==> src/rtl/serial_port_pkg.sv <==
package serial_port_pkg;
  localparam int unsigned MODE_W      = 4;
  localparam int unsigned MODE_CNT_B  = 0;  // 1: count mode
  localparam int unsigned MODE_SOEN_B = 3;  // serial data output enable
endpackage

==> src/rtl/sio_datapath.sv <==
module sio_datapath #(
  parameter int unsigned WIDTH = 4
) (
  input  logic             clk_i,
  input  logic             rst_ni,
  input  logic             tick_i,
  input  logic             si_i,
  input  logic             count_mode_i,
  input  logic             so_en_i,
  input  logic             xchg_i,
  input  logic [WIDTH-1:0] acc_i,
  output logic [WIDTH-1:0] sio_o,
  output logic             so_o
);
  localparam int unsigned MSB = WIDTH - 1;

  logic [WIDTH-1:0] sio_q, sio_d;
  logic             si_prev_q;
  logic             fall_edge;

  assign fall_edge = si_prev_q & ~si_i;

  always_comb begin
    sio_d = sio_q;
    if (xchg_i) begin
      sio_d = acc_i;
    end else if (tick_i) begin
      if (count_mode_i) begin
        if (fall_edge) sio_d = sio_q + WIDTH'(1);
      end else begin
        sio_d = {sio_q[MSB-1:0], si_i};
      end
    end
  end

  always_ff @(posedge clk_i or negedge rst_ni) begin
    if (!rst_ni) begin
      sio_q     <= '0;
      si_prev_q <= 1'b0;
    end else begin
      sio_q <= sio_d;
      if (tick_i) si_prev_q <= si_i;
    end
  end

  assign sio_o = sio_q;
  assign so_o  = count_mode_i ? so_en_i : (so_en_i & sio_q[MSB]);

  assert_shift_in_R2: assert property (@(posedge clk_i) disable iff (!rst_ni)
    (tick_i && !xchg_i && !count_mode_i) |=> sio_q == {$past(sio_q[MSB-1:0]), $past(si_i)});

  assert_count_hold_R3: assert property (@(posedge clk_i) disable iff (!rst_ni)
    (!tick_i && !xchg_i) |=> $stable(sio_q));

  assert_count_step_R3: assert property (@(posedge clk_i) disable iff (!rst_ni)
    (tick_i && !xchg_i && count_mode_i && si_prev_q && !si_i) |=> sio_q == $past(sio_q) + WIDTH'(1));

  assert_xchg_load_R4: assert property (@(posedge clk_i) disable iff (!rst_ni)
    xchg_i |=> sio_q == $past(acc_i));
endmodule

==> src/rtl/sk_driver.sv <==
module sk_driver (
  input  logic clk_i,
  input  logic rst_ni,
  input  logic tick_i,
  input  logic count_mode_d_i,  // mode value being stored at this edge
  input  logic xchg_i,
  input  logic carry_i,
  output logic sk_o
);
  logic skl_q, skl_d;
  logic sk_q, sk_d;
  logic cnt_q;

  assign skl_d = xchg_i ? carry_i : skl_q;
  // shift mode: sync pulse low for the clock after a tick, gated by latch
  assign sk_d  = count_mode_d_i ? skl_d : (skl_d & ~tick_i);

  always_ff @(posedge clk_i or negedge rst_ni) begin
    if (!rst_ni) begin
      skl_q <= 1'b1;
      sk_q  <= 1'b0;
      cnt_q <= 1'b0;
    end else begin
      skl_q <= skl_d;
      sk_q  <= sk_d;
      cnt_q <= count_mode_d_i;
    end
  end

  assign sk_o = sk_q;

  assert_sk_level_R5: assert property (@(posedge clk_i) disable iff (!rst_ni)
    (count_mode_d_i && !xchg_i) |=> sk_q == $past(skl_q));

  assert_sk_pulse_R6: assert property (@(posedge clk_i) disable iff (!rst_ni)
    (!count_mode_d_i && skl_d && tick_i) |=> !sk_q);

  assert_sk_low_R7: assert property (@(posedge clk_i) disable iff (!rst_ni)
    (!cnt_q && !skl_q) |-> !sk_q);

  assert_latch_load_R8: assert property (@(posedge clk_i) disable iff (!rst_ni)
    xchg_i |=> skl_q == $past(carry_i));
endmodule

==> src/rtl/serial_port_unit.sv <==
module serial_port_unit
  import serial_port_pkg::*;
#(
  parameter int unsigned WIDTH = 4
) (
  input  logic              clk_i,
  input  logic              rst_ni,
  input  logic              tick_i,
  input  logic              si_i,
  input  logic              mode_we_i,
  input  logic [MODE_W-1:0] mode_i,
  input  logic              xchg_i,
  input  logic [WIDTH-1:0]  acc_i,
  input  logic              carry_i,
  output logic [WIDTH-1:0]  sio_o,
  output logic              so_o,
  output logic              sk_o
);
  logic [MODE_W-1:0] mode_q, mode_d;

  assign mode_d = mode_we_i ? mode_i : mode_q;

  always_ff @(posedge clk_i or negedge rst_ni) begin
    if (!rst_ni) mode_q <= '0;
    else         mode_q <= mode_d;
  end

  sio_datapath #(.WIDTH(WIDTH)) u_datapath (
    .clk_i        (clk_i),
    .rst_ni       (rst_ni),
    .tick_i       (tick_i),
    .si_i         (si_i),
    .count_mode_i (mode_q[MODE_CNT_B]),
    .so_en_i      (mode_q[MODE_SOEN_B]),
    .xchg_i       (xchg_i),
    .acc_i        (acc_i),
    .sio_o        (sio_o),
    .so_o         (so_o)
  );

  sk_driver u_sk (
    .clk_i          (clk_i),
    .rst_ni         (rst_ni),
    .tick_i         (tick_i),
    .count_mode_d_i (mode_d[MODE_CNT_B]),
    .xchg_i         (xchg_i),
    .carry_i        (carry_i),
    .sk_o           (sk_o)
  );

  assert_so_gate_R9: assert property (@(posedge clk_i) disable iff (!rst_ni)
    (!mode_q[MODE_CNT_B] && !mode_q[MODE_SOEN_B]) |-> !so_o);

  assert_mode_store_R8: assert property (@(posedge clk_i) disable iff (!rst_ni)
    mode_we_i |=> mode_q == $past(mode_i));
endmodule

==> config.mk <==
export PLATFORM = sky130hd
export DESIGN_NAME = serial_port_unit
export DESIGN_NICKNAME = d
export VERILOG_FILES = /design/src/rtl/serial_port_pkg.sv /design/src/rtl/sio_datapath.sv /design/src/rtl/sk_driver.sv /design/src/rtl/serial_port_unit.sv
export SDC_FILE = /design/constraint.sdc
export NUM_CORES = 1
export LEC_CHECK = 0
export BUFFER_PORTS_ARGS = -buffer_cell sky130_fd_sc_hd__buf_2
export CAP_MARGIN = 10
export CORE_MARGIN = 5
export CORE_UTILIZATION = 30
export DETAILED_ROUTE_END_ITERATION = 6
export HOLD_SLACK_MARGIN = 0.15
export MAX_ROUTING_LAYER = met4
export PLACE_DENSITY = 0.59
export SYNTH_ARGS = -nofsm -noshare
export SYNTH_HDL_FRONTEND = slang
export SYNTH_HIERARCHICAL = 1
export SYNTH_SLANG_ARGS = --single-unit
==> constraint.sdc <==
create_clock -name clk_i -period 3.3 [get_ports clk_i]
set_input_delay 0.66 -clock clk_i [delete_from_list [all_inputs] [get_ports clk_i]]
set_output_delay 0.66 -clock clk_i [all_outputs]
set_load 0.005 [all_outputs]
After elaboration in Yosys (flattened, before gate mapping):

Cells that the tools add are included.

* bits in registers: 11
* bits in latches: 0
* bits in writable memories: 0
* bits in read-only memories: 0
* input bits: 15
* logic and storage cells: 23
* memories kept: 0

* $add $sub $neg: 1
* $mul: 0
* div/mod/pow operators: 0
* $lt $le $gt $ge: 0
* eq/ne operators: 1
* shift-type cells: 0
* multiplexer cells: 8
* bitwise logic cells: 5
* reductions and logical operators: 2

Operator list (number)
* 4-bit two-way mux: 4
* 4-bit by 1-bit adder with 4-bit output, second input constant: 1
* 1-bit two-way mux: 4
* 1-bit AND: 3
* 3-bit by 2-bit inequality test with 1-bit output, second input constant: 1
* 1-bit inverter: 2
* 2-bit AND reduction: 1
* 2-bit nonzero test: 1

Depth between registers and ports, before layout:

* depth in word-level cells: 6
* gate-level depth with buffers: 5
* depth with buffers taken out: 5

Modules after synthesis:

Netlist, hierarchy kept.

Modules (own cells, without submodules)
* sio_datapath: instances 1, cells each 36, area each 357.8 um^2, seq. area each 125.1 um^2
* sk_driver: instances 1, cells each 5, area each 77.6 um^2, seq. area each 51.3 um^2
* serial_port_unit: instances 1, cells each 4, area each 72.6 um^2, seq. area each 50.0 um^2

Least setup slack after synthesis:

Ideal clock, no wire load.

* path kind: input-to-reg
* start: input si_i
* end: register u_datapath.sio_q[3], in the netlist u_datapath/sio_o[3]
* library setup time: 125 ps
* arrival: 1239 ps
* required time: 3175 ps
* path slack: 1936 ps
* cell stages on the path: 4
* path buffers: 0
* cell sequence: nand2b_4 > or2_1 > o221ai_1 > o21ai_1

* longest elaborated chain between the ends: 4

Ends and longest elaborated chain
* start: declaration: line serial_port_unit.sv:9 `input logic si_i,`
* 1-bit inverter: line sio_datapath.sv:21 `assign fall_edge = si_prev_q & ~si_i;`
* 1-bit AND: line sio_datapath.sv:21
* 3-bit by 2-bit inequality test with 1-bit output (no line)
* 2-bit AND reduction (no line)
* end signal: assignment: line sio_datapath.sv:41 `sio_q <= sio_d;`
* end: declaration: line sio_datapath.sv:17 `logic [WIDTH-1:0] sio_q, sio_d;`

No other way between the ends.
A chain may end at the register's enable or synchronous reset.

Final worst setup path:

* start: register mode_q[0]
* end: output so_o

* longest elaborated chain between the ends: 1

Ends and longest elaborated chain
* start: declaration: line serial_port_unit.sv:19 `logic [MODE_W-1:0] mode_q, mode_d;`
* start signal: assignment: line serial_port_unit.sv:25 `else mode_q <= mode_d;`
* 1-bit two-way mux: line sio_datapath.sv:47 `assign so_o = count_mode_i ? so_en_i : (so_en_i & sio_q[MSB]);`
* end: declaration: line serial_port_unit.sv:16 `output logic so_o,`

No other way between the ends.

==> results.md <==
- Arrival time worst endpoint: between 1000 and 1500 ps
- CTS clk-pin slew, worst paths: 60 ps
- Count of buffers added by post-CTS timing repair for setup: 0
- Mapped cell area: 508 um^2
- Total count of max-transition violations in the final report: 0
- Number of nets in the synthesized netlist: 61
- DR iter-0 viols: 6
- Ports placed on the boundary: 21
- Kind of critical path: flip-flop to output port
- Cells traversed along the worst timing path: o21a_1, buf_2
- Total overflow reported by the global router: 0
- Largest net degree at the start of global routing: 11
- Number of endpoints with negative hold slack in the final report: 0
- Filler cell count in the final layout: 161
- Post-Route Skew: 5.52 ps
- Max-Slew Margin vs Limit: 72.7%
- Count of port buffers added during placement: 18
- Kind of end point of the critical path: output port
- Parity-gate share of the synthesized area counting xor and xnor cells: about 1.7%
- Commonest non-fill, non-tap cell in the layout: sky130_fd_sc_hd__buf_2
- Family with the most delay on the worst path: flip-flops
- Clock tree from TritonCTS: built
- Clock net sink count: 9
- Die outline area: 2620 um^2
- Initial antenna violation count: 0
- Share of layout cells above drive strength 1: 43.9%
- Largest cells by area after synthesis: sky130_fd_sc_hd__dfrtp_1, sky130_fd_sc_hd__mux2i_1, sky130_fd_sc_hd__mux2_2, sky130_fd_sc_hd__mux2_4, sky130_fd_sc_hd__dfstp_2
- Required time worst endpoint: ~2600 ps
- Highest clock frequency the design can meet: 559 MHz
- Number of instances in the synthesized netlist: 45
- Share of the synthesized area in compound gates (AO/OA/AOI/OAI): 15.5%
- Count of buffer and inverter cells on the critical path: 1
- Worst VDD drop: 0.296 mV
- Result of the run: finished clean
- Pleak: 0.000314 uW
- Final standard cell utilization of the core: approximately 41%
- CTS Root Cell: sky130_fd_sc_hd__clkbuf_4
- Post-route design area: 633 um^2
- Remaining antenna violation count after routing: 0
- Gp weighted congestion: ~0.73
- Post-synthesis mux area share: 20.4%
- Total number of vias: 401
- Sum of negative setup slack: 0 ps
- Horizontal extent of the die: 51.2 um
- Total Nets Final: 83
- Biggest cell delay along the critical path: 520 ps
- Synth cell types: 22
- Syn Area/Cell: 11.3 um^2
- PD cells: approximately 460 nW/um^2
- Worst setup slack before clock tree synthesis: around 1700 ps
- Fraction of the mapped netlist area in adder cells: ~2.5%
- Seq/Total Area, Yosys: between 40 and 50%
- Layout overhead on the synthesized area: 24.6%
- Slew at the pin closest to its max-slew limit: 409 ps
- Setup repair after global routing missed its margin: no
- Maximum root-to-sink buffer count: 2
- Resized Gates After CTS: 0
- Warning count from the yosys run: 6
- Maximum level of the CTS H-tree: 1
- Global-route wire length before repair: 1950 um
- Synth area leader: sky130_fd_sc_hd__dfrtp_1
- Post-detailed-route wirelength per cell: around 13 um
- Combinational family with the most area after synthesis: multiplexers
- Placeable core area: 1560 um^2
- Starting density of the core: 32.6%
- Most frequently used flop master after synthesis: sky130_fd_sc_hd__dfrtp_1
- Final min period: 1790 ps
- Total GRT Usage: approximately a tenth
- Core Rows: 14
- Chip Height: 51.2 um
- Number of buffers inserted for hold repair after clock tree synthesis: 0
- Area fraction of the dominant cell type after synthesis: 39.4%
- Drt first pass iters: 3
- Final wirelength: 1070 um
- Total instance count after detailed placement: 78
- Most used cells in the layout excluding fill and tap cells: sky130_fd_sc_hd__buf_2, sky130_fd_sc_hd__dfrtp_1, sky130_fd_sc_hd__nand2_1
- Per-cell via count in the routed design: 4.89
- Number of standard cells in the final layout excluding fillers: 82
- DRC errors left: 0
- Final period utilization: 54.2%
- Final-report setup violation count: 0
- Number of diodes added for antenna fixing: 0
- Synthesized flop and latch total: 9
- Clock buffer count from CTS: 3
- Vias in the first global route: 445
- Worst-path maximum fanout: 10
- Proportion of register bits with asynchronous set or reset after synthesis: 100%
- Max Cap Viol: 0
- Number of flops mapped to enable cells by yosys: 0
- Critical-path cell with the highest stage delay: sky130_fd_sc_hd__dfrtp_1
- Critical path launch point type: flip-flop
- Later-pin clock latency in the skew report: ~250 ps
- Area of the multi-input gates: 259 um^2
- Type of the tightest min-delay check: input pin to async pin
- Final critical-path setup slack: 1510 ps
- Total cell area at the placement stage: roughly 610 um^2
- Simple-gate portion of the synthesized area: 10.8%
- Total area of sequential cells: between 200 and 250 um^2
per-stage QoR:
stage	total power, uW	hold slack [ps]
after global routing	313	245
after global placement	207	492
after CTS	297	241
final	291	245
after detailed placement	210	504
after floorplan	183	364
worst paths after layout:
| check | slack [ps] | cells after the start | endpoint | startpoint |
|---|---|---|---|---|
| worst min-delay path | 250 | 1 | u_datapath/sio_o[3]$_DFFE_PN0P_ | rst_ni |
| worst max-delay path | 1510 | 2 | so_o | mode_q[0]$_DFF_PN0_ |
| worst min register to register | 520 | 1 | mode_q[3]$_DFFE_PN0P_ | mode_q[3]$_DFFE_PN0P_ |
| worst max register to register | 1970 | 4 | u_datapath/sio_o[1]$_DFFE_PN0P_ | u_datapath/sio_o[0]$_DFFE_PN0P_ |
| min in group clk_i | 520 | 1 | mode_q[3]$_DFFE_PN0P_ | mode_q[3]$_DFFE_PN0P_ |
| max in group asynchronous | 2810 | 1 | u_sk/skl_q$_DFF_PN1_ | rst_ni |
report_power, final:
part | switching, uW | internal, uW | total, uW
clock | 36.6 | 46.5 | 83.1
combinational | 28.6 | 38.9 | 67.5
sequential | 16.5 | 124 | 140
area by class of cell:
cell class                 count  share of cell area, %
tap                           16                   3.16
inverter                       3                   1.78
sequential                     9                   35.8
clock buffer                   4                   4.15
timing repair buffer          18                   14.2
multi-input combinational     32                   40.9
per-layer routing:
| layer | up-vias | share of wire, % | routed length [um] | track usage, % |
|---|---|---|---|---|
| li1 | 202 | - | - | - |
| met1 | 190 | 48 | 513 | 12.9 |
| met2 | 9 | 46 | 491 | 15.2 |
| met3 | 0 | 5.6 | 60 | 2.91 |
| met4 | 0 | 0 | 0 | 4.04 |
| met5 | - | 0 | 0 | - |
cells by family after synthesis:
group	after synthesis
buffers and inverters	4
adders and majority gates	1
and+or+nand+nor	10
DFF	9
xor gates and xnor gates	1
AOI/OAI and AO/OA	11
muxes	9
synth_stat cells, drive strengths merged, types with 2 or more instances:
library cell,instances
dfrtp,8
mux2,5
nand2,5
mux2i,4
o21ai,4
inv,3
a21boi,2
a21oi,2
nand2b,2
flip-flops by register name, indices dropped and copies added (netlist names):
signal / count
u_sk/sk_o: 1
mode_q: 2
u_datapath/sio_o: 4
u_datapath/si_prev_q: 1
u_sk/skl_q: 1
Power figures use the tool's default switching activity.
